### src/rtl/baud_gen_pkg.sv
package baud_gen_pkg;
  localparam int unsigned SEL_W    = 5;
  localparam int unsigned DIV_W    = 11;
  localparam int unsigned OS_ASYNC = 16;
  localparam int unsigned OS_SYNC  = 2;

  typedef enum logic {
    MODE_ASYNC = 1'b0,
    MODE_SYNC  = 1'b1
  } baud_mode_e;

  // Select code c maps to a factor of (c+1) half-cycles.
  function automatic logic [SEL_W:0] sel_to_halves(input logic [SEL_W-1:0] sel);
    return {1'b0, sel} + {{SEL_W{1'b0}}, 1'b1};
  endfunction
endpackage

### src/rtl/bg_change_det.sv
module bg_change_det #(
  parameter int unsigned W = 17
) (
  input  logic         clk,
  input  logic         rst_n,
  input  logic [W-1:0] cfg,
  output logic         restart
);
  logic [W-1:0] cfg_q;

  always_ff @(posedge clk or negedge rst_n) begin
    if (!rst_n) cfg_q <= '0;
    else        cfg_q <= cfg;
  end

  assign restart = (cfg != cfg_q);
endmodule

### src/rtl/bg_frac_prescaler.sv
module bg_frac_prescaler
  import baud_gen_pkg::*;
#(
  parameter int unsigned SW = SEL_W
) (
  input  logic          clk,
  input  logic          rst_n,
  input  logic          restart,
  input  logic [SW-1:0] sel,
  output logic          tick
);
  localparam int unsigned CW = SW + 1;

  logic [SW:0]   halves;
  logic [SW-1:0] base;
  logic          odd;
  logic          phase;
  logic [CW-1:0] len;
  logic [CW-1:0] cnt;
  logic          enabled;

  always_comb begin
    halves  = {1'b0, sel} + {{SW{1'b0}}, 1'b1};
    base    = halves[SW:1];
    odd     = halves[0];
    len     = {1'b0, base} + {{SW{1'b0}}, odd & phase};
    enabled = (sel != '0);
    tick    = enabled && !restart && (cnt == len - {{SW{1'b0}}, 1'b1});
  end

  always_ff @(posedge clk or negedge rst_n) begin
    if (!rst_n) begin
      cnt   <= '0;
      phase <= 1'b0;
    end else if (restart || !enabled) begin
      cnt   <= '0;
      phase <= 1'b0;
    end else if (tick) begin
      cnt   <= '0;
      phase <= odd ? ~phase : 1'b0;
    end else begin
      cnt   <= cnt + {{SW{1'b0}}, 1'b1};
    end
  end

  p_cnt_bound_r4: assert property (@(posedge clk) disable iff (!rst_n)
    (enabled && !restart) |-> (cnt < len))
    else $error("prescaler count beyond period length");

  p_off_quiet_r2: assert property (@(posedge clk) disable iff (!rst_n)
    !enabled |-> !tick)
    else $error("prescaler strobe while disabled");
endmodule

### src/rtl/bg_int_divider.sv
module bg_int_divider #(
  parameter int unsigned W = 11
) (
  input  logic         clk,
  input  logic         rst_n,
  input  logic         restart,
  input  logic         in_tick,
  input  logic [W-1:0] limit,
  output logic         out_tick
);
  logic [W-1:0] cnt;

  assign out_tick = in_tick && (cnt == limit);

  always_ff @(posedge clk or negedge rst_n) begin
    if (!rst_n)       cnt <= '0;
    else if (restart) cnt <= '0;
    else if (in_tick) cnt <= out_tick ? '0 : cnt + {{(W-1){1'b0}}, 1'b1};
  end

  p_cnt_bound_r5: assert property (@(posedge clk) disable iff (!rst_n)
    !restart |-> (cnt <= limit))
    else $error("divider count beyond limit");
endmodule

### src/rtl/baud_gen.sv
module baud_gen
  import baud_gen_pkg::*;
#(
  parameter int unsigned SW  = SEL_W,
  parameter int unsigned DW  = DIV_W,
  parameter int unsigned OSA = OS_ASYNC,
  parameter int unsigned OSS = OS_SYNC
) (
  input  logic          clk,
  input  logic          rst_n,
  input  logic [SW-1:0] presc_sel,
  input  logic [DW-1:0] div_val,
  input  logic          sync_mode,
  output logic          os_tick,
  output logic          bit_tick
);
  localparam int unsigned FW    = (OSA > 2) ? $clog2(OSA) : 1;
  localparam int unsigned CFG_W = SW + DW + 1;

  logic          restart;
  logic          presc_tick;
  logic [FW-1:0] rate_lim;
  baud_mode_e    mode;

  assign mode     = baud_mode_e'(sync_mode);
  assign rate_lim = (mode == MODE_SYNC) ? FW'(OSS - 1) : FW'(OSA - 1);

  bg_change_det #(.W(CFG_W)) u_chg (
    .clk     (clk),
    .rst_n   (rst_n),
    .cfg     ({presc_sel, div_val, sync_mode}),
    .restart (restart)
  );

  bg_frac_prescaler #(.SW(SW)) u_presc (
    .clk     (clk),
    .rst_n   (rst_n),
    .restart (restart),
    .sel     (presc_sel),
    .tick    (presc_tick)
  );

  bg_int_divider #(.W(DW)) u_baud_div (
    .clk      (clk),
    .rst_n    (rst_n),
    .restart  (restart),
    .in_tick  (presc_tick),
    .limit    (div_val),
    .out_tick (os_tick)
  );

  bg_int_divider #(.W(FW)) u_rate_div (
    .clk      (clk),
    .rst_n    (rst_n),
    .restart  (restart),
    .in_tick  (os_tick),
    .limit    (rate_lim),
    .out_tick (bit_tick)
  );

  p_bit_with_os_r6: assert property (@(posedge clk) disable iff (!rst_n)
    bit_tick |-> os_tick)
    else $error("bit strobe without oversample strobe");

  p_sel_off_r2: assert property (@(posedge clk) disable iff (!rst_n)
    (presc_sel == '0) |-> (!os_tick && !bit_tick))
    else $error("strobe with prescaler off");

  p_restart_quiet_r8: assert property (@(posedge clk) disable iff (!rst_n)
    restart |-> (!os_tick && !bit_tick))
    else $error("strobe in restart cycle");

  p_bit_single_r9: assert property (@(posedge clk) disable iff (!rst_n)
    bit_tick |=> !bit_tick)
    else $error("bit strobe wider than one cycle");
endmodule

### config.mk
export PLATFORM = sky130hd
export DESIGN_NAME = baud_gen
export DESIGN_NICKNAME = d
export VERILOG_FILES = /design/src/rtl/baud_gen_pkg.sv /design/src/rtl/bg_change_det.sv /design/src/rtl/bg_frac_prescaler.sv /design/src/rtl/bg_int_divider.sv /design/src/rtl/baud_gen.sv
export SDC_FILE = /design/constraint.sdc
export NUM_CORES = 1
export LEC_CHECK = 0
export BUFFER_PORTS_ARGS = -buffer_cell sky130_fd_sc_hd__buf_4
export CAP_MARGIN = 20
export CORE_ASPECT_RATIO = 0.9
export CORE_MARGIN = 3
export CORE_UTILIZATION = 40
export CTS_CLUSTER_DIAMETER = 60
export DETAILED_ROUTE_END_ITERATION = 10
export GPL_TIMING_DRIVEN = 0
export SETUP_SLACK_MARGIN = 0.5
export SLEW_MARGIN = 0
export SYNTH_ARGS = -nofsm -noshare
export SYNTH_HDL_FRONTEND = slang
export SYNTH_SLANG_ARGS = --single-unit
### constraint.sdc
create_clock -name clk -period 5.25 [get_ports clk]
set_input_delay 1.05 -clock clk [delete_from_list [all_inputs] [get_ports clk]]
set_output_delay 1.05 -clock clk [all_outputs]
set_load 0.005 [all_outputs]
After elaboration in Yosys (flattened, before gate mapping) --
Cells that the tools add are included.
Storage, ports and cells: bits in registers 39, input port bits 19, output and inout port bits 2, logic and storage cells 40
Operators by class: add/subtract/negate cells 6, eq/ne operators 4, multiplexer cells 12, bitwise operators 2, reductions and logical operators 11
Operators by type and width (number):
- two-way mux 11 bit | 3
- != test 17 bit | 1
- two-way mux 4 bit | 4
- two-way mux 6 bit | 2
- adder 11 x 1 -> 11 bit, second input constant | 1
- == test 11 bit | 1
- adder 5 x 1 -> 6 bit | 1
- adder 5 x 1 -> 6 bit, second input constant | 1
- adder 6 x 1 -> 6 bit, second input constant | 1
- == test 6 bit | 1
- nonzero test 2 bit | 3
- subtractor 6 x 1 -> 6 bit, second input constant | 1
- nonzero test 5 bit | 1
- adder 4 x 1 -> 4 bit, second input constant | 1
- == test 4 bit | 1
- logical AND 1 bit | 4
- two-way mux 1 bit | 3
- logical NOT 1 bit | 2
- bitwise AND 1 bit | 1
- logical OR 1 bit | 1
- inverter 1 bit | 1

Depth between registers and ports, before layout --
Gate-level depths: netlist of the first run.
depth after elaboration 11, depth in mapped cells 14, depth with buffers taken out 12

Modules after synthesis --
From an unflattened synthesis of the first run, not the netlist that was laid out.
Second synthesis, totals: cells, all modules 204, area total of the unflattened synthesis 2252.2 um^2
Modules (own cells, without submodules):
- bg_int_divider (u_baud_div) | times used 1, cells an instance 69, area each 734.5 um^2
- bg_frac_prescaler | times used 1, cells an instance 67, area each 630.6 um^2
- bg_change_det | times used 1, cells an instance 40, area each 609.3 um^2
- bg_int_divider (u_rate_div) | times used 1, cells an instance 26, area each 270.3 um^2
- baud_gen | times used 1, cells an instance 2, area each 7.5 um^2

Worst setup path before layout of the first run --
OpenSTA, ideal clock, no wires.
kind input-to-output, start point input presc_sel[0], end point output bit_tick, arrival 3424 ps, required time 4200 ps, slack 776 ps, stages 11, cell sequence buf_2 > inv_1 > ha_1 > inv_1 > ha_1 > ha_1 > a211oi_1 > a31oi_4 > xnor2_2 > or4_4 > nor3_1
Between the ends: longest elaborated chain between the ends 8, elaborated cells between the ends (all ways) 12, classes of those cells add/sub: 3; eq/ne: 2; bitwise: 1; reduce/logical: 6
Ends and longest elaborated chain:
- start, declared | RTL line baud_gen.sv:11 | input logic [SW-1:0] presc_sel,
- adder 5 x 1 -> 6 bit | RTL line bg_frac_prescaler.sv:23 | halves = {1'b0, sel} + {{SW{1'b0}}, 1'b1};
- bitwise AND 1 bit | RTL line bg_frac_prescaler.sv:26 | len = {1'b0, base} + {{SW{1'b0}}, odd & phase};
- adder 5 x 1 -> 6 bit | RTL line bg_frac_prescaler.sv:26
- subtractor 6 x 1 -> 6 bit | RTL line bg_frac_prescaler.sv:28 | tick = enabled && !restart && (cnt == len - {{SW{1'b0}}, 1'b1});
- == test 6 bit | RTL line bg_frac_prescaler.sv:28
- logical AND 1 bit (*) | RTL line bg_frac_prescaler.sv:28
- logical AND 1 bit (*) (2 in a row) | RTL line bg_int_divider.sv:13 | assign out_tick = in_tick && (cnt == limit);
- end, declared | RTL line baud_gen.sv:15 | output logic bit_tick
Every way passes the cells marked *; elsewhere a longest branch is shown, timed or not.

Final worst setup path of the first run --
Ends and elaborated chain as after synthesis.

==> flow_summary_export.csv, run 1 <==
group,metric,value,unit
cells_and_area,syn2layout_area_growth,16.0,%
timing,setup_viol,0,
worst_setup_path,cp-startpoint,"presc_sel[0]",
worst_setup_path,cp.buffers_inverters,5,
place,gp_congestion,0.798,
hold_path,hold_path_class,"flop to flop",
clock_network,hold_buffers,0,
drt,firstDrtPassIters,4,
die,io_pins,21,
worst_setup_path,critPathCapture,"bit_tick",
worst_setup_path,cp_max_fo,8,
logic_synthesis,ys.flop_type,"dfrtp_1",
grt,antenna_found_initial,0,
logic_synthesis,synthCells,227,
run_status,outcome,"finished clean",
timing,rsz0062_at_grt,"no",
clock_network,cts.sinks,39,
worst_setup_path,cp.arrival,3.53,ns
clock_network,clk_latency,0.28,ns
timing,fin_crit_sh,87.2,%
drt,wl,4.73,mm
logic_synthesis,yosysWarnings,0,
die,placementRows,25,
timing,maxSlewViolCount,0,
logic_synthesis,ys_types,51,
worst_setup_path,path_cells,"buf_4, buf_4, inv_1, ha_1, inv_1, ha_4, ha_4, xnor2_2, xnor3_2, nor2_2, nand3_1, or4_4, nor3_2, buf_4",
cells_and_area,antennaDiodeCount,0,
worst_setup_path,r2r_cells,10,
drt,via_per_inst,5.28,
cells_and_area,nets,281,
drt,drtIter0Drc,90,
logic_synthesis,ys_seq_area_share,41.3,%
cells_and_area,final_common_cell,"dfrtp_1",
pwr,powerDensity,221,mW/mm^2
drt,drc,0,
place,post_dp_cell_area,0.00260,mm^2
cells_and_area,utilization,50.1,%
clock_network,cts_buffer_depth,2,
die,die_w,87.0,um
worst_setup_path,timing.rr.end,"u_baud_div.cnt[3]",
worst_setup_path,start_kind,"primary input",
timing,period_minus_slack,4.58,ns
timing,slew_headroom,41.0,%
grt,grt_pass1_wl,7.95,mm
worst_setup_path,crit_path_end_kind,"primary output",
timing,final_hold_viol_count,0,
drt,antenna_left,0,
logic_synthesis,avgSynthCellArea,10.4,um^2
flow_run,drv_cap,0,
timing,worstMarginPinSlew,0.873,ns
logic_synthesis,async_flop_share,100,%
logic_synthesis,synth_edf_count,0,
timing,skew,0.00567,ns
die,die_y,78.9,um
worst_setup_path,critPathMostFrequentCell,"buf_4",
worst_setup_path,reg2reg_slack,2.51,ns
cells_and_area,layout_common_cells,"39 x dfrtp_1, 36 x xnor2_1, 23 x buf_4, 16 x nor2_1",
worst_setup_path,path_class,"primary input to primary output",
clock_network,cts_root_buf,"clkbuf_8",
grt,grt_usage,14.9,%
clock_network,cts_buffers,5,
cells_and_area,drive_gt1_share,22.7,%
cells_and_area,design_area,0.00274,mm^2
pwr,power,606,uW
worst_setup_path,slowest_delay,0.55,ns
die,initial_core_util,43.2,%
drt,num_vias,1699,
clock_network,htreeDepth,2,
place,dp_hpwl,3.56,mm
grt,grt_max_degree,40,
logic_synthesis,syn_area,0.00236,mm^2
logic_synthesis,yosys_register_bits,39,
place,io_buffers,20,
timing,setup_tns,0,ns
worst_setup_path,timing.rr.start,"u_presc.phase",
timing,fmax,218,MHz
worst_setup_path,crit_cells,14,
drt,wl_per_cell,14.7,um
pwr,ir_drop,139,uV
worst_setup_path,cpMaxStageDelayCell,"or4_4",
die,core_area,0.00547,mm^2
clock_network,cts_tree,"yes",
worst_setup_path,required,4.20,ns
die,die_area,0.00687,mm^2
clock_network,clkTransAtPathRegs,0.07,ns
logic_synthesis,syn_nets,253,
worst_setup_path,crit_family,"simple AND/OR/NAND/NOR gates",
pwr,p_leak,0.00110,uW
grt,grt_pass1_vias,1671,
grt,globalRouteOverflowTotal,0,
[area by class of cell]
cell class                      instances  area (um^2)
Buffer                                  9         47.5
Timing Repair Buffer                   21          158
Sequential cell                        39          976
Tap cell                               67         83.8
Clock buffer                            6         82.6
Fill cell                             503         2730
Multi-Input combinational cell        174         1370
Inverter                                5         18.8
Clock inverter                          1         5.00
[registers in the layout, indices dropped and copies added, names as in the netlist]
register	count
u_chg.cfg_q	17
u_rate_div.cnt	4
u_presc.cnt	6
u_presc.phase	1
u_baud_div.cnt	11
[how the worst min path moves through the flow]
stage                    from        endpoint  cells after the start
5_1_grt        u_presc.cnt[0]  u_presc.cnt[0]                      1
3_5_place_dp   u_presc.cnt[0]  u_presc.cnt[0]                      1
3_3_place_gp   u_presc.cnt[0]  u_presc.cnt[0]                      1
4_1_cts        u_presc.cnt[0]  u_presc.cnt[0]                      1
2_1_floorplan  u_presc.cnt[0]  u_presc.cnt[0]                      1
6_report       u_presc.cnt[0]  u_presc.cnt[0]                      1
[metrics by stage]
step / std cells / hold WS [ns] / setup slack (ns)
global placement: 314 / 0.507 / 0.381
detailed placement: 314 / 0.514 / 0.348
CTS: 321 / 0.525 / 0.524
finish: 322 / 0.524 / 0.672
floorplan: 227 / 0.472 / 0.776
global route: 322 / 0.541 / 0.492
[worst register-to-register path, stage by stage, from the launching register on]
cell and delay, ns:
dfrtp_1 0.39, nand2_1 0.13, ha_4 0.19, ha_4 0.17, xnor2_2 0.11, xnor3_2 0.28, buf_4 0.16, nor4_4 0.41
nand3_4 0.17, or4b_1 0.52, a21oi_1 0.15
[metal layers]
metal / vias to the layer above / GRT usage [%] / share of wire [%]
li1: 862 / - / -
met4: 0 / 4.21 / 0.89
met2: 17 / 23.0 / 45
met5: - / 0 / 0
met3: 5 / 3.11 / 3.4
met1: 815 / 21.0 / 50
[power by group]
part	internal (uW)	switching, uW
Sequential	307	2.77
Clock	103	96.9
Combinational	46.0	50.6
Total	456	150
[cell usage after synthesis (2+ instances only)]
cell      number  area share, %
dfrtp_1       39             41
xnor2_1       37             14
nor2_1        17            2.7
nand2_1       11            1.7
nand4_1       11            2.9
nand3_1       10            2.1
xor2_1         9            3.3
ha_1           7            3.7
nor3_1         7            1.5
a21oi_1        6            1.3
buf_2          6            1.3
and3_1         5            1.3
inv_1          5           0.79
nor4_1         4            1.1
o21ai_0        4           0.85
nor2b_1        3           0.79
nor4b_1        3            1.1
or3_1          3           0.79
a21bo_2        2           0.85
a41o_1         2           0.85
and4b_1        2           0.85
clkbuf_1       2           0.32
mux2i_1        2           0.85
nand2b_1       2           0.53
or4b_1         2           0.85
[logic make-up (layout without fill, tap and decap cells)]
logic type               count (synthesis)  count (layout)  share of synthesized area, %
multiplexers                             2               2                         0.847
AND/OR/NAND/NOR                         91              91                          23.5
XOR/XNOR                                49              49                          19.4
adder cells (fa/ha/maj)                  7               7                          3.71
flip-flops                              39              39                          41.3
buffers and inverters                   14              42                          2.70
AO/OA/AOI/OAI                           25              25                          8.53
[what timing repair did]
action                                  in CTS  in global routing
gates cloned                                 0                  0
endpoints found under the setup margin       2                  2
setup buffers                                0                  1
resized for setup                            4                  7
pin swaps                                    0                  1
(Power assumes the default switching activity.)
==> run 2, diff against run 1 <==
--- a/config.mk
+++ b/config.mk
@@ -12,7 +12,6 @@
 export CORE_UTILIZATION = 40
 export CTS_CLUSTER_DIAMETER = 60
 export DETAILED_ROUTE_END_ITERATION = 10
-export GPL_TIMING_DRIVEN = 0
 export SETUP_SLACK_MARGIN = 0.5
 export SLEW_MARGIN = 0
 export SYNTH_ARGS = -nofsm -noshare
==> flow_summary_export.csv, run 2 (same netlist as run 1, synthesis figures left out) <==
group,metric,value,unit
timing,final_hold_viol_count,0,
clock_network,cts.sinks,39,
cells_and_area,antennaDiodeCount,0,
grt,grt_max_degree,40,
timing,slew_headroom,46.1,%
drt,wl_met3,166,um
place,dp.cells,307,
cells_and_area,largest-register,"u_chg.cfg_q",
timing,maxSlewViolCount,0,
worst_setup_path,slowest_delay,0.46,ns
timing,skew,0.00707,ns
pwr,power,653,uW
timing,setup_tns,0,ns
drt,routed-wl-met2,2.02,mm
timing,rsz0062_at_grt,"no",
hold_path,hold_path_class,"flop to flop",
worst_setup_path,cpMaxStageDelayCell,"or4_4",
die,die_area,0.00687,mm^2
drt,antenna_left,0,
die,io_pins,21,
clock_network,cts_setup_buffers,0,
clock_network,clkTransAtPathRegs,0.07,ns
clock_network,cts_buffer_depth,2,
timing,fmax,222,MHz
die,placementRows,25,
drt,maxUsedRoutingLayer,"met4",
worst_setup_path,path_class,"primary input to primary output",
pwr,ir_drop,106,uV
cells_and_area,layout_common_cells,"39 x dfrtp_1, 37 x xnor2_1, 22 x buf_4, 17 x nor2_1",
pwr,internal-power,502,uW
place,io_buffers,20,
pwr,p_switching,152,uW
clock_network,clk_latency,0.29,ns
drt,wl,4.60,mm
drt,via_per_inst,5.34,
pwr,powerDensity,242,mW/mm^2
pwr,p_leak,0.00108,uW
worst_setup_path,crit_family,"simple AND/OR/NAND/NOR gates",
cells_and_area,top_regs,"u_chg.cfg_q (17), u_baud_div.cnt (11), u_presc.cnt (6)",
worst_setup_path,reg2reg_slack,2.60,ns
drt,num_vias,1682,
die,core_area,0.00547,mm^2
grt,globalRouteOverflowTotal,0,
cells_and_area,syn2layout_area_growth,14.5,%
grt,antenna_found_initial,0,
cells_and_area,nets,273,
drt,drc,0,
die,die_y,78.9,um
worst_setup_path,required,4.20,ns
hold_path,hold_start,"u_presc.cnt[0]",
drt,drtIter0Drc,108,
die,initial_core_util,43.2,%
pwr,pwr-share-comb,13.6,%
clock_network,cts_buffers,5,
cells_and_area,final_cells,315,
timing,worstMarginPinSlew,0.798,ns
cells_and_area,drive_gt1_share,19.8,%
cells_and_area,largest_reg_flops,17,
worst_setup_path,cp.buffers_inverters,4,
worst_setup_path,r2r_cells,9,
drt,firstDrtPassIters,4,
drt,m1WireLength,2.34,mm
worst_setup_path,timing.rr.end,"u_baud_div.cnt[8]",
hold_path,hold_end,"u_presc.cnt[0]",
die,die_w,87.0,um
hold_path,worstHoldPathCells,1,
worst_setup_path,cp.arrival,3.46,ns
grt,grt_pass1_vias,1643,
timing,fin_crit_sh,85.9,%
place,dp_hpwl,3.43,mm
clock_network,cts_root_buf,"clkbuf_8",
clock_network,hold_buffers,0,
worst_setup_path,timing.rr.start,"u_presc.phase",
pwr,clkPwrFrac,39.1,%
grt,grt_pass1_wl,7.86,mm
place,gp_congestion,0.818,
timing,setup_viol,0,
worst_setup_path,crit_path_end_kind,"primary output",
clock_network,cts_tree,"yes",
pwr,p_sw_share,23.3,%
grt,grt_usage,14.9,%
flow_run,drv_cap,0,
timing,period_minus_slack,4.51,ns
drt,wl_per_cell,14.6,um
cells_and_area,final_common_cell,"dfrtp_1",
worst_setup_path,cp_max_fo,10,
worst_setup_path,path_cells,"buf_4, inv_1, ha_1, inv_1, ha_2, ha_4, xnor2_1, xnor3_1, nor2_1, nand3_1, or4_4, nor3_1, buf_4",
clock_network,htreeDepth,2,
run_status,outcome,"finished clean",
pwr,seq_power_share,47.4,%
worst_setup_path,start_kind,"primary input",
[run 2: cell count changes in the layout (fill, tap and decap cells not counted), sizes merged]
cell    delta
buf        -6
clkbuf     -2
bufinv     +1
[run 2: area by class of cell]
type	instances	area [um^2]
fill	502	2770
multi-input combinational	174	1340
sequential	39	976
timing repair buffer	22	165
tap	67	83.8
clock buffer	6	82.6
clock inverter	2	35.0
inverter	5	18.8
[run 2: layer usage]
metal / vias to the layer above / track usage, %
li1: 846 / -
met1: 802 / 20.8
met2: 27 / 22.1
met3: 7 / 4.36
met4: 0 / 4.67
met5: - / 0
[run 2: power by group through the flow]
| stage | Combinational (uW) | Clock (uW) | Sequential [uW] |
|---|---|---|---|
| 2_1_floorplan | 56.3 | 0 | 315 |
| 4_1_cts | 86.9 | 265 | 309 |
| 5_1_grt | 98.4 | 280 | 310 |
| 6_report | 88.6 | 255 | 310 |
| 3_3_place_gp | 86.3 | 0 | 315 |
| 3_5_place_dp | 86.6 | 0 | 316 |
[run 2: what timing repair did]
| item | CTS | global route |
|---|---|---|
| setup endpoints to repair | 0 | 2 |
| resized for setup | 0 | 4 |
| hold endpoints to repair | 0 | 0 |
[run 2: through the flow]
stage | hold WS [ns] | setup WS [ns] | util [%] | area, um^2
2_1_floorplan | 0.472 | 0.776 | - | 2360
5_1_grt | 0.563 | 0.515 | 49.4 | 2700
4_1_cts | 0.525 | 0.503 | 49.0 | 2680
6_report | 0.526 | 0.739 | 49.4 | 2700
3_5_place_dp | 0.515 | 0.512 | 46.9 | 2570
3_3_place_gp | 0.503 | 0.594 | 46.9 | 2570
[run 2: how the worst max path moves through the flow]
| stage | start | endpoint | cells past startpoint |
|---|---|---|---|
| 3_3_place_gp | presc_sel[0] | bit_tick | 12 |
| 6_report | presc_sel[0] | bit_tick | 13 |
| 4_1_cts | presc_sel[0] | bit_tick | 12 |
| 3_5_place_dp | presc_sel[0] | bit_tick | 12 |
| 2_1_floorplan | presc_sel[0] | bit_tick | 11 |
| 5_1_grt | presc_sel[0] | bit_tick | 13 |
